### src/rtl/fma_pkg.sv
package fma_pkg;
   typedef enum logic [1:0] {
      MODE_OFF  = 2'd0,
      MODE_PART = 2'd1,
      MODE_BANK = 2'd2,
      MODE_FULL = 2'd3
   } fma_mode_e;

   typedef enum logic [1:0] {
      KIND_PF   = 2'd0,
      KIND_BR   = 2'd1,
      KIND_DATA = 2'd2
   } fma_kind_e;

   localparam int NKIND = 3;
   localparam int WAIT_W = 3;
endpackage

### src/rtl/fma_tag_slot.sv
module fma_tag_slot #(
   parameter int TW = 28
) (
   input  logic          clk,
   input  logic          rst_n,
   input  logic          flush_i,
   input  logic          load_i,
   input  logic [TW-1:0] tag_i,
   output logic          valid_o,
   output logic [TW-1:0] tag_o
);
   if (TW < 1) begin : g_bad_tw
      $error("fma_tag_slot: TW must be positive");
   end

   always_ff @(posedge clk) begin
      if (!rst_n) begin
         valid_o <= 1'b0;
         tag_o   <= '0;
      end else begin
         if (load_i) begin
            valid_o <= 1'b1;
            tag_o   <= tag_i;
         end else if (flush_i) begin
            valid_o <= 1'b0;
         end
      end
   end
endmodule

### src/rtl/fma_sat_cnt.sv
module fma_sat_cnt #(
   parameter int W = 16
) (
   input  logic         clk,
   input  logic         rst_n,
   input  logic         inc_i,
   output logic [W-1:0] cnt_o
);
   localparam logic [W-1:0] TOP = {W{1'b1}};

   if (W < 2) begin : g_bad_w
      $error("fma_sat_cnt: W must be at least 2");
   end

   always_ff @(posedge clk) begin
      if (!rst_n)                    cnt_o <= '0;
      else if (inc_i && cnt_o != TOP) cnt_o <= cnt_o + 1'b1;
   end


   sat_hold_chk: assert property (@(posedge clk) disable iff (!rst_n)
      cnt_o == TOP |=> cnt_o == TOP);

   idle_stable_chk: assert property (@(posedge clk) disable iff (!rst_n)
      !inc_i |=> $stable(cnt_o));

   step_one_chk: assert property (@(posedge clk) disable iff (!rst_n)
      (inc_i && cnt_o != TOP) |=> cnt_o == $past(cnt_o) + 1'b1);
endmodule

### src/rtl/fma_line_accel.sv
module fma_line_accel #(
   parameter int AW         = 32,
   parameter int LINE_BYTES = 16,
   parameter int NEXT_OFS   = 128,
   parameter int FLASH_WAIT = 3,
   parameter int CW         = 16
) (
   input  logic                  clk,
   input  logic                  rst_n,
   input  logic [1:0]            mode_i,
   input  logic                  req_valid_i,
   input  logic [AW-1:0]         req_addr_i,
   input  logic [1:0]            req_kind_i,
   output logic                  rsp_valid_o,
   output logic [2:0]            rsp_wait_o,
   output logic                  rsp_hit_o,
   output logic [3*CW-1:0]       hit_cnt_o,
   output logic [3*CW-1:0]       miss_cnt_o
);
   import fma_pkg::*;

   localparam int OFS_W    = $clog2(LINE_BYTES);
   localparam int TW       = AW - OFS_W;
   localparam int BANK_BIT = $clog2(NEXT_OFS);
   localparam int STEP     = NEXT_OFS / LINE_BYTES;
   localparam logic [WAIT_W-1:0] MISS_W = WAIT_W'(FLASH_WAIT);
   localparam logic [WAIT_W-1:0] ONE_W  = WAIT_W'(1);

   if (FLASH_WAIT != 3 && FLASH_WAIT != 4) begin : g_bad_wait
      $error("fma_line_accel: FLASH_WAIT must be 3 or 4");
   end
   if ((1 << OFS_W) != LINE_BYTES || (1 << BANK_BIT) != NEXT_OFS) begin : g_bad_pow
      $error("fma_line_accel: LINE_BYTES and NEXT_OFS must be powers of two");
   end
   if (NEXT_OFS <= LINE_BYTES || BANK_BIT >= AW - 2) begin : g_bad_ofs
      $error("fma_line_accel: NEXT_OFS must exceed a line and stay below the region bits");
   end

   // ---------------- request decode ----------------
   logic [TW-1:0] line, nline;
   logic          bank, is_ram, is_pf, is_br, is_data;
   logic [1:0]    mode_q;
   logic          mode_chg;
   wire           unused_lo = ^req_addr_i[OFS_W-1:0];

   assign line     = req_addr_i[AW-1:OFS_W];
   assign nline    = line + TW'(STEP);
   assign bank     = req_addr_i[BANK_BIT];
   assign is_ram   = |req_addr_i[AW-1:AW-2];
   assign is_pf    = (req_kind_i == KIND_PF);
   assign is_br    = (req_kind_i == KIND_BR);
   assign is_data  = req_kind_i[1];
   assign mode_chg = (mode_i != mode_q);

   always_ff @(posedge clk) begin
      if (!rst_n) mode_q <= MODE_OFF;
      else        mode_q <= mode_i;
   end

   // ---------------- tag storage ----------------
   logic [1:0]          pf_v, br_v, pf_ld, br_ld;
   logic [1:0][TW-1:0]  pf_tag, br_tag, pf_in, br_in;
   logic                dt_v, dt_ld;
   logic [TW-1:0]       dt_tag;

   for (genvar b = 0; b < 2; b++) begin : g_bank
      fma_tag_slot #(.TW(TW)) u_pf (
         .clk(clk), .rst_n(rst_n), .flush_i(mode_chg), .load_i(pf_ld[b]),
         .tag_i(pf_in[b]), .valid_o(pf_v[b]), .tag_o(pf_tag[b]));
      fma_tag_slot #(.TW(TW)) u_br (
         .clk(clk), .rst_n(rst_n), .flush_i(mode_chg), .load_i(br_ld[b]),
         .tag_i(br_in[b]), .valid_o(br_v[b]), .tag_o(br_tag[b]));
      assign pf_in[b] = (b == int'(bank)) ? line : nline;
      assign br_in[b] = (b == int'(bank)) ? line : nline;
   end

   fma_tag_slot #(.TW(TW)) u_dt (
      .clk(clk), .rst_n(rst_n), .flush_i(mode_chg), .load_i(dt_ld),
      .tag_i(line), .valid_o(dt_v), .tag_o(dt_tag));

   // ---------------- lookup ----------------
   logic instr_hit, data_hit, buffered, act_buf;

   assign instr_hit = !mode_chg &&
                      ((pf_v[bank] && pf_tag[bank] == line) ||
                       (br_v[bank] && br_tag[bank] == line));
   assign data_hit  = !mode_chg && dt_v && dt_tag == line;
   assign buffered  = (mode_i == MODE_BANK) || (mode_i == MODE_PART && !is_data);
   assign act_buf   = req_valid_i && !is_ram && buffered;

   always_comb begin
      for (int b = 0; b < 2; b++) begin
         pf_ld[b] = act_buf && is_pf && ((b != int'(bank)) || !instr_hit);
         br_ld[b] = act_buf && is_br && !instr_hit;
      end
   end
   assign dt_ld = act_buf && is_data && !data_hit;

   // ---------------- cost and result ----------------
   logic             hit_now, counted;
   logic [WAIT_W-1:0] wait_now;

   always_comb begin
      hit_now  = 1'b0;
      wait_now = MISS_W;
      counted  = req_valid_i && !is_ram;
      if (is_ram) begin
         wait_now = ONE_W;
      end else if (mode_i == MODE_FULL) begin
         hit_now  = 1'b1;
         wait_now = ONE_W;
      end else if (buffered) begin
         hit_now  = is_data ? data_hit : instr_hit;
         wait_now = hit_now ? ONE_W : MISS_W;
      end
   end

   always_ff @(posedge clk) begin
      if (!rst_n) begin
         rsp_valid_o <= 1'b0;
         rsp_wait_o  <= '0;
         rsp_hit_o   <= 1'b0;
      end else begin
         rsp_valid_o <= req_valid_i;
         if (req_valid_i) begin
            rsp_wait_o <= wait_now;
            rsp_hit_o  <= hit_now;
         end
      end
   end

   // ---------------- counters ----------------
   logic [NKIND-1:0] kind_sel;
   assign kind_sel = {is_data, is_br, is_pf};

   for (genvar k = 0; k < NKIND; k++) begin : g_cnt
      fma_sat_cnt #(.W(CW)) u_hit (
         .clk(clk), .rst_n(rst_n), .inc_i(counted && kind_sel[k] && hit_now),
         .cnt_o(hit_cnt_o[k*CW +: CW]));
      fma_sat_cnt #(.W(CW)) u_miss (
         .clk(clk), .rst_n(rst_n), .inc_i(counted && kind_sel[k] && !hit_now),
         .cnt_o(miss_cnt_o[k*CW +: CW]));
   end

   // ---------------- assertions ----------------

   ram_fast_chk: assert property (@(posedge clk) disable iff (!rst_n)
      (req_valid_i && is_ram) |=> (rsp_wait_o == ONE_W && !rsp_hit_o));

   off_miss_chk: assert property (@(posedge clk) disable iff (!rst_n)
      (req_valid_i && !is_ram && mode_i == MODE_OFF) |=> (!rsp_hit_o && rsp_wait_o == MISS_W));

   hit_cost_chk: assert property (@(posedge clk) disable iff (!rst_n)
      (rsp_valid_o && rsp_hit_o) |-> rsp_wait_o == ONE_W);

   data_keeps_instr_chk: assert property (@(posedge clk) disable iff (!rst_n)
      (req_valid_i && is_data && !mode_chg) |=> ($stable(pf_tag) && $stable(br_tag)
                                                 && $stable(pf_v) && $stable(br_v)));

   flush_on_mode_chk: assert property (@(posedge clk) disable iff (!rst_n)
      (mode_chg && !req_valid_i) |=> (pf_v == 2'b00 && br_v == 2'b00 && !dt_v));

   rsp_follow_chk: assert property (@(posedge clk) disable iff (!rst_n)
      1'b1 |=> rsp_valid_o == $past(req_valid_i));
endmodule

### config.mk
export PLATFORM = sky130hd
export DESIGN_NAME = fma_line_accel
export DESIGN_NICKNAME = d
export VERILOG_FILES = /design/src/rtl/fma_pkg.sv /design/src/rtl/fma_tag_slot.sv /design/src/rtl/fma_sat_cnt.sv /design/src/rtl/fma_line_accel.sv
export SDC_FILE = /design/constraint.sdc
export NUM_CORES = 1
export LEC_CHECK = 0
export BUFFER_PORTS_ARGS = -buffer_cell sky130_fd_sc_hd__buf_2
export CORE_ASPECT_RATIO = 1.25
export CORE_MARGIN = 2
export CORE_UTILIZATION = 58
export DETAILED_ROUTE_END_ITERATION = 10
export PLACE_DENSITY_LB_ADDON = 0.05
export SYNTH_ARGS = -nofsm -noshare
export SYNTH_HDL_FRONTEND = slang
export SYNTH_SLANG_ARGS = --single-unit
### constraint.sdc
create_clock -name clk -period 5.7 [get_ports clk]
set_clock_uncertainty 0.1 [all_clocks]
set_input_delay 1.14 -clock clk [delete_from_list [all_inputs] [get_ports clk]]
set_output_delay 1.14 -clock clk [all_outputs]
set_load 0.05 [all_outputs]
==> results of run 1 <==
[power breakdown]
group / internal [mW] / total [mW] / switching (mW)
sequential: 1.69 / 1.70 / 0.00522
clock: 0.880 / 1.54 / 0.659
combinational: 0.0713 / 0.243 / 0.172
total: 2.64 / 3.48 / 0.837
[through the flow]
| stage | std cells | hold WS [ps] | total power [mW] | instance area, sq um |
|---|---|---|---|---|
| 2_1_floorplan | 1444 | 309 | 1.91 | 12200 |
| 3_3_place_gp | 1758 | 315 | 1.98 | 12900 |
| 3_5_place_dp | 1758 | 320 | 1.98 | 12900 |
| 4_1_cts | 1802 | 329 | 3.51 | 13700 |
| 5_1_grt | 1802 | 356 | 3.60 | 13700 |
| 6_report | 1802 | 328 | 3.48 | 13700 |
[cells in the mapped netlist (2+ instances only)]
cell type | instances | area (sq um)
nand4_1 | 24 | 150
and4_1 | 8 | 70.1
a21oi_1 | 61 | 305
o31ai_1 | 26 | 195
nor3_1 | 17 | 85.1
nand3_1 | 112 | 561
o2111ai_1 | 2 | 17.5
nor4_1 | 35 | 219
o21a_1 | 2 | 15.0
nand4b_1 | 4 | 35.0
inv_1 | 13 | 48.8
or3_1 | 23 | 144
buf_4 | 4 | 30.0
a211oi_1 | 4 | 30.0
xor2_1 | 32 | 280
mux2i_1 | 140 | 1400
xnor2_1 | 102 | 893
nand2_1 | 126 | 473
clkinv_1 | 2 | 7.51
nor2_1 | 141 | 529
o31a_1 | 2 | 17.5
o21ai_0 | 77 | 385
nor3b_1 | 10 | 75.1
nand2b_1 | 17 | 106
a31oi_1 | 4 | 25.0
or4_1 | 26 | 195
and3_1 | 32 | 200
buf_1 | 7 | 26.3
and2_1 | 15 | 93.8
dfxtp_1 | 241 | 4820
nor4b_1 | 2 | 17.5
o41ai_1 | 3 | 26.3
clkbuf_1 | 70 | 263
o211ai_1 | 2 | 15.0
ha_1 | 8 | 100
o21ai_1 | 2 | 10.0
buf_6 | 2 | 22.5
buf_2 | 25 | 125
nor2b_1 | 3 | 18.8
[registers in the layout, summed over array words and instances (netlist names)]
signal and count:
g_bank.u_pf.tag_o 55, mode_q 2, g_bank.u_br.tag_o 52, rsp_valid_o 1
g_bank.u_br.valid_o 1, g_cnt.u_hit.cnt_o 48, u_dt.valid_o 1, u_dt.tag_o 28
g_bank.u_pf.valid_o 2, rsp_wait_o 2, rsp_hit_o 1, g_cnt.u_miss.cnt_o 48
[kinds of logic (layout without fill, tap and decap cells)]
logic type	after synthesis	after routing	synth area share [%]
AO/OA/AOI/OAI	194	194	9.31
XOR/XNOR	134	134	9.60
adder cells (fa/ha/maj)	8	8	0.819
buffers and inverters	124	208	4.31
flip-flops	241	241	39.5
multiplexers	140	140	11.5
other	1	1	0.0307
AND/OR/NAND/NOR	602	602	25.0
[per-layer routing]
metal	vias to the layer above	GRT usage [%]	routed length, microns
met5	-	0	0
met1	4965	33.4	12900
met4	0	10.6	1130
met3	68	3.57	1460
met2	257	47.4	15100
li1	5225	-	-
[worst reg2reg max path: cells and delay by family (launching register included)]
family,cells,cell delay (ps)
flip-flops,1,320
buffers and inverters,1,300
AND/OR/NAND/NOR,4,1800
XOR/XNOR,1,270
AO/OA/AOI/OAI,3,530
[worst paths after layout]
path,start,to,slack (ps),cells past startpoint
setup / recovery,req_addr_i[7],g_cnt[0].u_hit.cnt_o[10]$_SDFFE_PN0P_,1660,11
hold reg to reg,g_bank[0].u_pf.tag_o[27]$_SDFFE_PN0P_,g_bank[0].u_pf.tag_o[27]$_SDFFE_PN0P_,330,2
setup reg to reg,u_dt.tag_o[16]$_SDFFE_PN0P_,g_cnt[0].u_hit.cnt_o[10]$_SDFFE_PN0P_,2310,9
hold / removal,g_bank[0].u_pf.tag_o[27]$_SDFFE_PN0P_,g_bank[0].u_pf.tag_o[27]$_SDFFE_PN0P_,330,2
[cell type report]
class	instances	area [sq um]	area share (%)
Clock inverter	6	55.1	0.402
Timing Repair Buffer	148	793	5.79
Tap cell	274	343	2.50
Inverter	16	62.6	0.457
Multi-Input combinational cell	1079	6920	50.5
Sequential cell	241	4820	35.2
Clock buffer	38	694	5.07
==> key figures, run 1 <==
Outcome
  • Run status: finished, final reports clean

Die
  • Rows: 59
  • Initial core utilization: 58.9%
  • Die width: 134 microns
  • Core outline area: 0.0207 sq mm
  • I/O pin count: 140
  • Die area: 0.0223 sq mm
  • Height of the die: 166 microns

CTS
  • CTS sink cnt: 241
  • H-tree lvl count: 1
  • Post-CTS resize count: 0
  • CTS tree: yes
  • Num CTS Buffers: 25
  • Post-CTS Setup Bufs: 0
  • Bufs on Longest Clock Path: 3
  • Clk root buf: clkbuf_16
  • CTS clock-pin slew for the worst setup and hold paths: 60 ps
  • Worst-Skew Late Latency: 520 ps
  • Cts hold-fix bufs: 0

Detailed routing
  • Total iterations of the first detailed-routing run: 5
  • # DRC: 0
  • DR vias/cell: 5.84
  • Vias: 10500
  • Initial DRC count: 606
  • ANT nets after route: 0
  • DR WL/cell: 16.9 microns
  • Total wire length: 30500 microns

Place
  • Worst slack at placement: 1180 ps
  • Port bufs: 134
  • Post-DP HPWL: 21100 microns
  • GP Congestion: 0.883

Timing
  • TNS Setup: 0 ps
  • Fmax: 248 MHz
  • Final Hold Viols: 0
  • Pin slew with the least headroom to its limit: 1090 ps
  • Slew Viols, Final: 0
  • Final Critical Period: 4040 ps
  • Final WS setup: 1660 ps
  • RSZ-0062 raised after global routing: false
  • Fin crit share: 70.8%
  • Worst slew margin: 27.4%
  • Final setup violation count: 0

Global route
  • Largest net degree at the start of global routing: 101
  • Vias in the first global route: 9723
  • Gr ovfl total: 0
  • Global Route Usage Sum: 27.0%
  • Initial antenna violation count: 0
  • First-pass GRT wire length: 49800 microns

Synthesis
  • Ys async rst share: 0%
  • Top_reg_cell synth: dfxtp_1
  • Synth Cell Area: 0.0122 sq mm
  • Warnings from Yosys: 0
  • Cells after Synth: 1444
  • Register bit total from synthesis: 241
  • Sequential-to-total area share from yosys stat: 39.5%
  • Number of synthesized flops with an enable pin: 0
  • Distinct cells, synth: 57
  • Avg Cell Area, Syn: 8.47 sq um
  • Net Count, Synth: 1491

Critical path
  • Crit-path cells: buf_4 > buf_12 > mux2i_1 > xnor2_1 > nor4_1 > nand4_1 > o22ai_2 > a21oi_4 > buf_4 > or4_1 > a21oi_1
  • Startpoint Class: input pin
  • CP Buf/Inv Count: 3
  • Critical Path Slowest Stage Cell: o22ai_2
  • Worst path most repeated cell: buf_4
  • Crit path DAT: 4360 ps
  • Crit-path max cell delay: 530 ps
  • Worst endpoint required time: 6030 ps
  • CP Capture Type: flip-flop
  • Kind of critical path: in -> reg
  • CP delay by family, top: simple AND/OR/NAND/NOR gates
  • CP Max Fanout: 36

Layout
  • Commonest cells after routing, fill and taps aside: 241 x dfxtp_1, 141 x nor2_1, 140 x mux2i_1
  • Proportion of layout cells with a drive suffix above 1: 12.6%
  • Layout area overhead: 12.0%
  • Post-layout nets: 1558
  • # fillers: 1830
  • Most common cell after layout, fill and taps aside: dfxtp_1
  • Final core occ: 66.0%
  • N_diodes: 0

Hold path
  • Min-Delay Path Class: reg -> reg

Power
  • Leak: 5.01 nW
  • P per Cell Area: 254 mW/mm^2
  • Peak VDD IR: 0.212 mV

Flow run
  • Max Cap Viol: 0
Note: power is estimated with default switching activity, not from simulation.
==> run 2: changes to the inputs <==
==> constraint.sdc (replaced) <==
create_clock -name clk -period 3.8 [get_ports clk]
set_clock_uncertainty 0.1 [all_clocks]
set_input_delay 0.76 -clock clk [delete_from_list [all_inputs] [get_ports clk]]
set_output_delay 0.76 -clock clk [all_outputs]
set_load 0.05 [all_outputs]
==> run 2 against run 1 <==
Against the previous run:
- largest power group is now clock
- combinational power grew 64%
- final cell count up 2.2%
- highest routed layer unchanged
- flip-flop and latch count did not move
- total power increased by 65%
- clock power grew 81%
- register-to-register slack worse by 1500 ps
- via count is 1.9% higher
- sequential power up 50%
- design area is 4.2% higher
- utilization is 2.8 points higher
- non-clock buffer count up 36
==> key figures, run 2 (synthesized netlist as in run 1, its figures left out) <==
Outcome
  • Run status: finished, final reports clean

Place
  • GP Congestion: 0.884
  • Worst slack at placement: -18.6 ps
  • Port bufs: 134
  • Cells after DPL: 1794
  • Instance area at placement: 0.0133 sq mm
  • Post-DP HPWL: 21600 microns

Timing
  • Worst slew margin: 36.9%
  • Final Critical Period: 3310 ps
  • TNS Setup: 0 ps
  • Pin slew with the least headroom to its limit: 944 ps
  • Fin crit share: 87.0%
  • Slew Viols, Final: 0
  • RSZ-0062 raised after global routing: false
  • Fmax: 302 MHz
  • Final setup violation count: 0
  • Final Hold Viols: 0
  • Final WS setup: 493 ps
  • Hold Slack: 334 ps

Die
  • Rows: 59
  • Height of the die: 166 microns
  • Die area: 0.0223 sq mm
  • Die width: 134 microns
  • Core outline area: 0.0207 sq mm
  • Initial core utilization: 58.9%
  • I/O pin count: 140

Global route
  • Gr ovfl total: 0
  • First-pass GRT wire length: 51400 microns
  • Global Route Usage Sum: 27.8%
  • Initial antenna violation count: 0
  • Vias in the first global route: 10200
  • Largest net degree at the start of global routing: 80

Layout
  • Most common cell after layout, fill and taps aside: dfxtp_1
  • Post-route cell area: 0.0143 sq mm
  • N_diodes: 0
  • Layout area overhead: 16.7%
  • Proportion of layout cells with a drive suffix above 1: 15.2%
  • Final core occ: 68.8%
  • Biggest registers after layout: g_bank.u_pf.tag_o x55, g_bank.u_br.tag_o x52
  • Area of the multi-input gates: 0.00692 sq mm
  • Largest Register: g_bank.u_pf.tag_o
  • Post-layout nets: 1595
  • Max reg flops: 55
  • Finished Layout Cells: 1841
  • # fillers: 1731
  • Commonest cells after routing, fill and taps aside: 241 x dfxtp_1, 141 x nor2_1, 140 x mux2i_1
  • Storage cell area: 0.00482 sq mm

CTS
  • Cts hold-fix bufs: 0
  • Post-CTS resize count: 0
  • Num CTS Buffers: 26
  • Clk root buf: clkbuf_16
  • CTS tree: yes
  • Bufs on Longest Clock Path: 3
  • Worst-Skew Late Latency: 530 ps
  • H-tree lvl count: 1
  • CTS clock-pin slew for the worst setup and hold paths: 60 ps
  • CTS sink cnt: 241
  • Post-CTS Setup Bufs: 0

Critical path
  • Startpoint Class: input pin
  • FF-to-FF Start: mode_q[0]$_SDFF_PN0_
  • Crit-path cells: buf_4 > buf_4 > mux2i_1 > xnor2_1 > nor4_1 > nand4_1 > o22ai_2 > a21oi_4 > buf_4 > and4_1 > mux2i_1
  • Kind of critical path: in -> reg
  • Crit path DAT: 3660 ps
  • CP Capture Type: flip-flop
  • Critical Path Slowest Stage Cell: a21oi_4
  • Critical Path Stages: 11
  • R2R depth: 10
  • Crit-path max cell delay: 770 ps
  • Worst path most repeated cell: buf_4
  • Worst endpoint required time: 4150 ps
  • Critical Path Source: req_addr_i[7]
  • CP Max Fanout: 42
  • CP delay by family, top: compound AO/OA/AOI/OAI gates
  • CP Buf/Inv Count: 3

Power
  • Power, Total: 5.73 mW
  • Clock share of power: 48.6%
  • P per Cell Area: 402 mW/mm^2
  • Psw: 1.32 mW
  • Gate power share: 7.0%
  • Leak: 5.31 nW
  • Peak VDD IR: 0.447 mV
  • Reg power frac: 44.4%
  • Int Pwr: 4.41 mW
  • Net switching share of the total power: 23.1%

Detailed routing
  • Total wire length: 31100 microns
  • Vias: 10700
  • ANT nets after route: 0
  • DR WL/cell: 16.9 microns
  • Initial DRC count: 584
  • DR vias/cell: 5.82
  • Total iterations of the first detailed-routing run: 6
  • # DRC: 0

Hold path
  • Min-Delay Path Class: reg -> reg
  • Hold Path Origin: g_bank[0].u_pf.tag_o[27]$_SDFFE_PN0P_
  • Hold Path Stages: 2

Flow run
  • Max Cap Viol: 0
## run 2: cell count changes in the layout (fill, tap and decap cells not counted), sizes merged
cell / previous run / this run
buf: 148 / 184
bufinv: 1 / 5
clkbuf: 38 / 37
## run 2: final cells by class
cell class / count / area share, %
multi-input cells: 1079 / 48.5
flip-flops and latches: 241 / 33.8
repair buffers: 184 / 8.16
clock buffers: 37 / 5.35
well taps: 274 / 2.40
clock inverters: 10 / 1.31
inverters: 16 / 0.439
## run 2: metal layers
metal | track usage (%) | up-vias | part of all wire [%]
met5 | 0 | - | 0
met4 | 10.0 | 0 | 3.4
met3 | 3.11 | 70 | 4.5
met2 | 51.0 | 272 | 51
met1 | 33.2 | 5077 | 41
li1 | - | 5297 | -
## run 2: worst register-to-register path: stages (launching register included)
cell and delay (ps):
dfxtp_1 320, xor2_1 240, nor3b_1 140, and4_1 270
a31oi_4 180, nor2_1 80, buf_4 170, a21oi_4 720
buf_4 310, and4_1 210, mux2i_1 170
## run 2: power groups by stage
stage | clock network, mW | registers (mW) | logic [mW]
after floorplan | 0 | 2.61 | 0.255
after global placement | 0 | 2.60 | 0.394
after detailed placement | 0 | 2.60 | 0.396
after CTS | 2.84 | 2.55 | 0.399
after global routing | 2.93 | 2.55 | 0.428
final | 2.79 | 2.55 | 0.399
## run 2: final timing paths
check	endpoint	slack, ps
min	g_bank[0].u_pf.tag_o[27]$_SDFFE_PN0P_	330
min reg2reg	g_bank[0].u_pf.tag_o[27]$_SDFFE_PN0P_	330
max reg2reg	g_cnt[1].u_miss.cnt_o[12]$_SDFFE_PN0P_	810
max	g_cnt[1].u_miss.cnt_o[12]$_SDFFE_PN0P_	490
